<file path="src/rtl/hz_pkg.sv">
// Shared encodings for the register-hazard interlock.
// Assumes a 2-bit instruction kind code used identically by decode and by every in-flight slot.
package hz_pkg;
    typedef enum logic [1:0] {
        OP_ALU   = 2'b00,
        OP_LOAD  = 2'b01,
        OP_STORE = 2'b10,
        OP_BEQ   = 2'b11
    } op_kind_t;

    // True when an instruction of this kind writes the register bank.
    function automatic logic kind_writes(input logic [1:0] k);
        return (k == OP_ALU) || (k == OP_LOAD);
    endfunction

    // True when an instruction of this kind reads its second source register.
    function automatic logic kind_reads_b(input logic [1:0] k);
        return k != OP_LOAD;
    endfunction
endpackage

</file>
<file path="src/rtl/hz_slot_cmp.sv">
// Conflict test for one in-flight slot.
// Raises hit when the slot is busy, its instruction writes the register bank,
// and its destination matches a register the incoming instruction reads.
// Assumes every index, including 0, is a real register.
module hz_slot_cmp #(
    parameter int RW = 5
) (
    input  logic          busy,
    input  logic [1:0]    kind,
    input  logic [RW-1:0] dst,
    input  logic [1:0]    in_kind,
    input  logic [RW-1:0] rd_a,
    input  logic [RW-1:0] rd_b,
    output logic          hit
);
    import hz_pkg::*;

    logic match_a;
    logic match_b;

    // Per-source destination match; the second source counts only when it is read.
    always_comb begin
        match_a = (dst == rd_a);
        match_b = kind_reads_b(in_kind) && (dst == rd_b);
        hit     = busy && kind_writes(kind) && (match_a || match_b);
    end
endmodule

</file>
<file path="src/rtl/hz_grant_reg.sv">
// Registered grant for the check handshake.
// Grants one cycle after a request seen with no conflict; idles low when no request is present.
module hz_grant_reg (
    input  logic clk,
    input  logic rst_n,
    input  logic req,
    input  logic conflict,
    output logic ack
);
    // Capture the grant decision at each rising edge; synchronous active-low clear.
    always_ff @(posedge clk) begin
        if (!rst_n) ack <= 1'b0;
        else        ack <= req && !conflict;
    end
endmodule

</file>
<file path="src/rtl/hazard_interlock.sv">
// Read-after-write interlock for decode.
// Compares the incoming source registers against every in-flight slot and withholds
// the registered grant while any slot still has to write one of them.
// Assumes the slot busy flags are set on stage accept and cleared on downstream acknowledge.
module hazard_interlock #(
    parameter int RW    = 5,
    parameter int NSLOT = 3
) (
    input  logic                  clk,
    input  logic                  rst_n,
    input  logic                  chk_req,
    input  logic [1:0]            chk_type,
    input  logic [RW-1:0]         rs_a,
    input  logic [RW-1:0]         rs_b,
    input  logic [NSLOT-1:0]      slot_busy,
    input  logic [2*NSLOT-1:0]    slot_kind,
    input  logic [RW*NSLOT-1:0]   slot_dst,
    output logic                  chk_ack
);
    logic [NSLOT-1:0] slot_hit;
    logic             any_conflict;

    // One comparator per in-flight slot.
    for (genvar s = 0; s < NSLOT; s++) begin : g_slot
        hz_slot_cmp #(.RW(RW)) u_cmp (
            .busy    (slot_busy[s]),
            .kind    (slot_kind[2*s +: 2]),
            .dst     (slot_dst[RW*s +: RW]),
            .in_kind (chk_type),
            .rd_a    (rs_a),
            .rd_b    (rs_b),
            .hit     (slot_hit[s])
        );
    end

    // Merge the per-slot conflicts.
    always_comb any_conflict = |slot_hit;

    hz_grant_reg u_grant (
        .clk      (clk),
        .rst_n    (rst_n),
        .req      (chk_req),
        .conflict (any_conflict),
        .ack      (chk_ack)
    );
endmodule

</file>
<file path="config.mk">
export PLATFORM = sky130hd
export DESIGN_NAME = hazard_interlock
export DESIGN_NICKNAME = d
export VERILOG_FILES = /design/src/rtl/hz_pkg.sv /design/src/rtl/hz_slot_cmp.sv /design/src/rtl/hz_grant_reg.sv /design/src/rtl/hazard_interlock.sv
export SDC_FILE = /design/constraint.sdc
export NUM_CORES = 1
export LEC_CHECK = 0
export ABC_CLOCK_PERIOD_IN_PS = 1400
export CORE_MARGIN = 4
export CORE_UTILIZATION = 30
export CTS_BUF_LIST = sky130_fd_sc_hd__clkbuf_4
export DETAILED_ROUTE_END_ITERATION = 10
export HOLD_SLACK_MARGIN = 0.1
export PLACE_DENSITY = 0.88
export SYNTH_ARGS = -nofsm -noshare
export SYNTH_HDL_FRONTEND = slang
export SYNTH_SLANG_ARGS = --single-unit
</file>
<file path="constraint.sdc">
create_clock -name clk -period 1.4 [get_ports clk]
set_clock_uncertainty 0.2 [all_clocks]
set_input_delay 0.21 -clock clk [delete_from_list [all_inputs] [get_ports clk]]
set_output_delay 0.21 -clock clk [all_outputs]
set_load 0.01 [all_outputs]
</file>
# Word-level counts from Yosys, hierarchy flattened
# Cells that the tools add are included.
[totals]
ff_bits = 1
latchBits = 0
n_memories = 0
mem_bits_rw = 0
mem_bits_ro = 0
[classes]
shifts = 0
muxes = 0
n_reduce_logical = 21
mul = 0
n_eq_ne = 10
n_bitwise = 0
magnitude_cmp = 0
div = 0
addsub = 0
[ops]
columns = ["op", "count"]
rows = [
  ["equality test 5 bit", 6],
  ["logical AND 1 bit", 10],
  ["equality test 2 x 1 -> 1 bit (second input constant)", 3],
  ["logical NOT 2 bit", 3],
  ["logical OR 1 bit", 6],
  ["OR reduction 3 bit", 1],
  ["inequality test 2 x 1 -> 1 bit (second input constant)", 1],
  ["logical NOT 1 bit", 1],
]

# Logic depth before layout (Yosys ltp)
# Gate-level depths: netlist (run 1).
[depth]
depth_word = 7
depth_mapped = 5
mapped_depth_nobuf = 5

# By module
# Synthesis (run 1) repeated with hierarchy kept, for this count alone.
[unflattened]
hier_cells = 54
hier_area_um2 = 440.4
[by_module_without_submodules]
columns = ["module", "cells_per_inst", "area_per_inst_um2", "instances"]
rows = [
  ["hz_slot_cmp", 17, 135.1, 3],
  ["hz_grant_reg", 2, 28.8, 1],
  ["hazard_interlock", 1, 6.3, 1],
]

# Least setup slack after synthesis (run 1)
# OpenSTA, ideal clock, no wires.
[synth_path]
kind = "input port to flip-flop"
startpoint = "input chk_type[0]"
endpoint = "register u_grant.ack"
required_time_ns = 1.112
stages = 5
path_buffers = 0
setup_ns = 0.088
arrival_time_ns = 0.926
path_slack_ns = 0.186
path_cell_list = "nor2b_1 -> nor4b_1 -> a21oi_1 -> o311ai_1 -> nor4_2"
[synth_via]
elab_chain_cells = 7
word_cells_on_any_way = 13
[synth_rtl]
columns = ["element", "line", "text"]
rows = [
  ["start, declared", "hazard_interlock.sv:12", "input logic [1:0] chk_type,"],
  ["inequality test 2 x 1 -> 1 bit *", "hz_pkg.sv:18", "return k != OP_LOAD;"],
  ["logical AND 1 bit", "hz_slot_cmp.sv:24", "match_b = kind_reads_b(in_kind) && (dst == rd_b);"],
  ["logical OR 1 bit", "hz_slot_cmp.sv:25", "hit = busy && kind_writes(kind) && (match_a || match_b);"],
  ["logical AND 1 bit", "hz_slot_cmp.sv:25", ""],
  ["OR reduction 3 bit *", "hazard_interlock.sv:37", "always_comb any_conflict = |slot_hit;"],
  ["logical NOT 1 bit *", "hz_grant_reg.sv:13", "else ack <= req && !conflict;"],
  ["logical AND 1 bit *", "hz_grant_reg.sv:13", ""],
  ["end signal, assigned", "hz_grant_reg.sv:13", ""],
  ["end, declared", "hz_grant_reg.sv:8", "output logic ack"],
]
# Every way passes the cells marked *; elsewhere a longest branch is shown, timed or not.
# A chain may end at the register's enable or synchronous reset.

# Final worst setup path (run 1)
[layout_path]
startpoint = "input rs_a[4]"
endpoint = "register u_grant.ack"
[layout_via]
elab_chain_cells = 6
word_cells_on_any_way = 12
[layout_rtl]
columns = ["element", "line", "text"]
rows = [
  ["start, declared", "hazard_interlock.sv:13", "input logic [RW-1:0] rs_a,"],
  ["equality test 5 bit", "hz_slot_cmp.sv:23", "match_a = (dst == rd_a);"],
  ["logical OR 1 bit", "hz_slot_cmp.sv:25", ""],
  ["logical AND 1 bit", "hz_slot_cmp.sv:25", ""],
  ["OR reduction 3 bit *", "hazard_interlock.sv:37", ""],
  ["logical NOT 1 bit *", "hz_grant_reg.sv:13", ""],
  ["logical AND 1 bit *", "hz_grant_reg.sv:13", ""],
]
# Marks and branches as above.

==> summary.md, run 1 <==
| Metric | Value |
|---|---|
| Largest register FFs | 1 |
| Total power divided by cell area | 337 nW/um2 |
| Distinct cell type count after synthesis | 14 |
| Critical Path Source | rs_a[4] |
| DRT iter0 DRCs | 21 |
| Slew headroom | 75.9% |
| Die height | 44.7 um |
| Worst vdd ir | 0.223 mV |
| First drt pass iteration count | 4 |
| Setup crit end | u_grant.ack |
| Mapped cell area | 404 um2 |
| Final hold vios | 0 |
| Share of layout cells above drive strength 1 | 65.0% |
| Crit path DAT | 1.23 ns |
| Number of global-route vias before repair | 666 |
| GPL Wtd Cong | 0.784 |
| FMAX | 642 MHz |
| Max Cap Viol | 0 |
| Post-Route WL | 2.40 mm |
| Status | finished with violations |
| Finished Layout Cells | 114 |
| Multiplexer share of the synthesized area | 0% |
| Regs by FF count | u_grant.ack: 1 flops |
| WS Path Type | input port to flop |
| XOR/XNOR share of the synthesized area | 65.0% |
| Synth Register Bits | 1 |
| Worst setup margin | -0.158 ns |
| Die area | 2000 um2 |
| Final Power | 0.353 mW |
| Syn Nets | 88 |
| I/O pin cnt | 40 |
| Ys Warns | 0 |
| Seq/Total Area, Yosys | 4.95% |
| Worst setup EP type | flop |
| # port buffers | 36 |
| Worst hold path class | input port to flop |
| Worst-path clk slew | 0 ns |
| Fin crit period | 1.56 ns |
| Critical-path maximum fanout | 3 |
| Most used cell, CP | nor4_2 |
| Total grt overflow | 0 |
| Post-synthesis compound-gate area fraction | 3.41% |
| CP max stage cell | nor4_2 |
| Worst path cell trace | buf_2 -> xor2_1 -> nor4_2 -> nand4b_1 -> o311ai_4 -> nor4_2 |
| Via density per instance | 5.22 |
| Cell count after synthesis | 49 |
| DR DRC count | 0 |
| Antenna cells | 0 |
| Largest family of logic cells by synthesized area | XOR/XNOR gates |
| P_leak | 0.462 nW |
| Layout net count | 141 |
| Tcrit/Tclk final | 111% |
| Largest reg by FF count | u_grant.ack |
| Final Core Density | 88.3% |
| Core ar. | 1190 um2 |
| Synth Area in Simple Gates | 26.6% |
| Overall Global Routing Usage | 23.0% |
| Slew at the pin closest to its max-slew limit | 0.358 ns |
| DP Cell Count | 113 |
| Starting Density | 34.1% |
| Failing checks | setup timing |
| CP required | 1.07 ns |
| Routed len/inst | 21.0 um |
| Startpoint types | input port |
| Initial antenna violation count | 0 |
| Vias | 595 |
| Largest net degree at the start of global routing | 4 |
| Remaining antenna violation count after routing | 0 |
| Die Wd | 44.7 um |
| CP peak stage delay | 0.24 ns |
| Rows | 12 |
| Final setup fails | 1 |
| HPWL after DPL | 1.25 mm |
| Adder-Cell Fraction of Synth Area | 0% |
| Mapped Avg Cell Area | 8.25 um2 |
| Global-route wire length before repair | 3.34 mm |
| RSZ-0062 raised after global routing | yes |
| Final Max Tran Viols | 0 |
| Area Growth Syn to Fin | 159% |
## kinds of logic (layout without fill, tap and decap cells)
logic type                count (synthesis)  count (layout)
DFF                                       1               1
buffers and inverters                     0              51
AOI/OAI and AO/OA                         2               2
xor gates and xnor gates                 30              30
and+or+nand+nor                          16              16
## Yosys cell counts, drive strengths merged
cell type  number  area, um2
nand2b          2       12.5
nor2b           1       6.26
a21oi           1       5.00
nand4b          1       8.76
nand2           1       3.75
xnor2          17        149
nor3            1       5.00
xor2           13        114
nor4b           1       8.76
dfxtp           1       20.0
nor4            5       37.5
o311ai          1       8.76
nand4           4       25.0
## metrics by stage
step,hold WS (ns),TNS [ns],worst slack (ns),cell area (um2)
5_1_grt,0.463,-0.185,-0.185,1050
2_1_floorplan,0.264,0,0.186,404
4_1_cts,0.525,-0.00694,-0.00694,988
3_3_place_gp,0.689,-0.443,-0.443,887
3_5_place_dp,0.711,-0.472,-0.472,887
6_report,0.454,-0.158,-0.158,1050
## layer usage
layer  global-route usage (%)  share of wire [%]
met5                        0                  0
met4                     1.20                1.3
met3                     1.59                6.7
met2                     45.8                 52
met1                     27.3                 40
## final cells by class
| cell class | instances | area [um2] |
|---|---|---|
| Fill cell | 45 | 139 |
| Tap cell | 14 | 17.5 |
| Multi-Input combinational cell | 48 | 591 |
| Sequential cell | 1 | 20.0 |
| Timing Repair Buffer | 51 | 419 |
## cell usage in the layout, fill, tap and decap left out, types with 3 or more instances in the layout
cell,Yosys,routed
xnor2_2,0,6
xor2_1,13,7
buf_4,0,11
xnor2_1,17,11
dlygate4sd2_1,0,7
clkbuf_2,0,4
nand4_1,4,4
xor2_2,0,6
buf_6,0,10
buf_2,0,12
nor4_2,1,3
## power by group
| part | leakage, nW | internal (mW) | switching, mW | total [mW] |
|---|---|---|---|---|
| clock | 0 | 0 | 0 | 0 |
| combinational | 0.454 | 0.175 | 0.145 | 0.320 |
| sequential | 0.00833 | 0.0310 | 0.00120 | 0.0322 |
| total | 0.462 | 0.206 | 0.146 | 0.353 |
## timing repair
action,4_1_cts,5_1_grt
endpoints found under the setup margin,1,1
setup buffers,1,1
hold buffers,0,0
resized for setup,131,22
pin swaps,34,12
## worst max-delay path, delay by kind of cell
family | cells | cell delay [ns]
AND/OR/NAND/NOR | 3 | 0.55
XOR/XNOR | 1 | 0.18
buffers and inverters | 1 | 0.14
AO/OA/AOI/OAI | 1 | 0.15
## worst min path at each step
stage / slack, ns / cells after the start / startpoint / to
4_1_cts: 0.53 / 4 / slot_busy[0] / u_grant.ack
5_1_grt: 0.46 / 5 / rst_n / u_grant.ack
2_1_floorplan: 0.26 / 4 / chk_req / u_grant.ack
3_5_place_dp: 0.71 / 5 / chk_req / u_grant.ack
6_report: 0.45 / 5 / rst_n / u_grant.ack
3_3_place_gp: 0.69 / 5 / chk_req / u_grant.ack
(Power assumes the default switching activity.)
==> run 2, diff against run 1 <==
Settings changed: ABC_CLOCK_PERIOD_IN_PS 1400 to 1900, CORE_AREA set to 4 4 41 43, CORE_MARGIN 4 to unset, CORE_UTILIZATION 30 to unset, DIE_AREA set to 0 0 45 47, PLACE_DENSITY 0.88 to 0.89, SETUP_SLACK_MARGIN set to 0.5.
Clock period 1.4 ns to 1.9 ns, I/O delays scaled along.
==> summary.md, run 2 (synthesis gave the netlist of run 1 again) <==
| Metric | Value |
|---|---|
| Status | completed |
| Die area | 2120 um2 (+5.8%) |
| Largest register FFs | 1 (unchanged) |
| Area Growth Syn to Fin | 135% |
| Tcrit/Tclk final | 81.5% |
| Clock power share | 0% (unchanged) |
| P_leak | 0.414 nW (-10%) |
| Fin crit period | 1.55 ns |
| I/O pin cnt | 40 (unchanged) |
| Finished Layout Cells | 110 (-3.5%) |
| Layout net count | 135 (-4.3%) |
| GPL Wtd Cong | 0.871 (+11%) |
| CTS hold repair buffers | 0 (unchanged) |
| Hold path endpoint | u_grant.ack |
| Final setup fails | 0 (-1) |
| Vias | 553 (-7.1%) |
| Seq pwr share | 10.2% (+1.1 points) |
| Total power divided by cell area | 238 nW/um2 (-29%) |
| Final Max Tran Viols | 0 (unchanged) |
| Final instance area | 948 um2 (-9.4%) |
| Placed cell areas | 836 um2 (-5.8%) |
| Overall Global Routing Usage | 14.9% (-8.1 points) |
| Largest net degree at the start of global routing | 4 (unchanged) |
| Core ar. | 1300 um2 (+9.7%) |
| Largest reg by FF count | u_grant.ack |
| Hold_ws | 0.515 ns (+0.0616 ns) |
| Cell Int Power | 0.137 mW (-34%) |
| Max Cap Viol | 0 (unchanged) |
| Crit path DAT | 1.22 ns (about the same) |
| Startpoint types | input port |
| Slew headroom | 81.7% (+5.8 points) |
| CP required | 1.57 ns (+0.50 ns) |
| P_sw | 0.0883 mW (-40%) |
| Die height | 47 um (+5.1%) |
| FMAX | 646 MHz |
| Hold path cells | 5 (unchanged) |
| Slew at the pin closest to its max-slew limit | 0.272 ns (-0.0860 ns) |
| Critical-path maximum fanout | 2 (-1) |
| DRT iter0 DRCs | 2 (-90%) |
| DP Cell Count | 107 (-5.3%) |
| Starting Density | 31.1% (-3.0 points) |
| Regs by FF count | u_grant.ack: 1 flops |
| Die Wd | 45 um (+0.66%) |
| Remaining antenna violation count after routing | 0 (unchanged) |
| Worst Hold Launch | rst_n |
| Worst vdd ir | 0.111 mV (-50%) |
| RSZ-0062 raised after global routing | yes |
| DR DRC count | 0 (unchanged) |
| Final Core Density | 72.9% (-15 points) |
| Most frequent cells in the layout | xnor2_1 (12), xor2_1 (12), buf_2 (12) |
| Sw Share | 39.2% (-2.3 points) |
| Worst-path clk slew | 0 ns (unchanged) |
| Initial antenna violation count | 1 (+1) |
| Via density per instance | 5.03 (-3.7%) |
| Combinational power share | 89.8% (-1.1 points) |
| Worst hold path class | input port to flop |
| Share of layout cells above drive strength 1 | 54.3% (-11 points) |
| Final hold vios | 0 (unchanged) |
| Total grt overflow | 0 (unchanged) |
| Rows | 13 (+1) |
| # port buffers | 36 (unchanged) |
| WS Path Type | input port to flop |
| Routed len/inst | 16.0 um (-24%) |
| Worst setup EP type | flop |
| Post-Route WL | 1.76 mm (-26%) |
| Number of global-route vias before repair | 584 (-12%) |
| Global-route wire length before repair | 2.38 mm (-29%) |
| Final setup TNS | 0 ns (+0.158 ns) |
| First drt pass iteration count | 2 (-2) |
| HPWL after DPL | 1.23 mm (-1.3%) |
==> run 2: final cells by class <==
| type | instances | area [um2] |
|---|---|---|
| diodes | 1 | 2.50 |
| fillers | 101 | 353 |
| repair buffers | 45 | 379 |
| well taps | 15 | 18.8 |
| multi-input cells | 48 | 528 |
| flip-flops and latches | 1 | 20.0 |
==> run 2: metal layers <==
layer / track usage, % / routed length, um / part of all wire (%)
met1: 14.2 / 564 / 32
met3: 1.53 / 120 / 6.8
met2: 32.2 / 1010 / 57
met5: 0 / 0 / 0
met4: 4.68 / 68 / 3.9
==> run 2: power groups by stage <==
| stage | Combinational, mW | Clock, mW | Sequential (mW) |
|---|---|---|---|
| 4_1_cts | 0.186 | 0 | 0.0231 |
| 5_1_grt | 0.214 | 0.0000000703 | 0.0231 |
| 3_3_place_gp | 0.173 | 0 | 0.0231 |
| 6_report | 0.203 | 0.0000000704 | 0.0231 |
| 3_5_place_dp | 0.176 | 0 | 0.0231 |
| 2_1_floorplan | 0.0610 | 0 | 0.0239 |
==> run 2: through the flow <==
step	total power [mW]	worst slack, ns
after floorplan	0.0849	0.611
after global placement	0.196	-0.0104
after detailed placement	0.199	-0.0491
after CTS	0.209	0.390
after global routing	0.238	0.314
final	0.226	0.352
==> run 2: worst max-delay path by stage <==
stage / from / end / slack (ns) / cells after the start
after floorplan: chk_type[0] / u_grant.ack / 0.61 / 5
after global placement: rs_a[3] / u_grant.ack / -0.01 / 6
after detailed placement: rs_b[4] / u_grant.ack / -0.05 / 6
after CTS: rs_a[0] / u_grant.ack / 0.39 / 6
after global routing: rs_b[2] / u_grant.ack / 0.31 / 6
final: rs_b[2] / u_grant.ack / 0.35 / 6
==> run 2: critical path, stage by stage <==
cell      delay, ns
buf_2          0.13
xor2_2         0.19
nor4b_4        0.34
a21oi_2        0.11
o311ai_2       0.09
nor4_2         0.08
==> run 2: what timing repair did <==
action,4_1_cts,5_1_grt
resized for setup,124,12
gates cloned,0,0
setup endpoints to repair,1,1
pin swaps,23,11
setup buffers,1,1
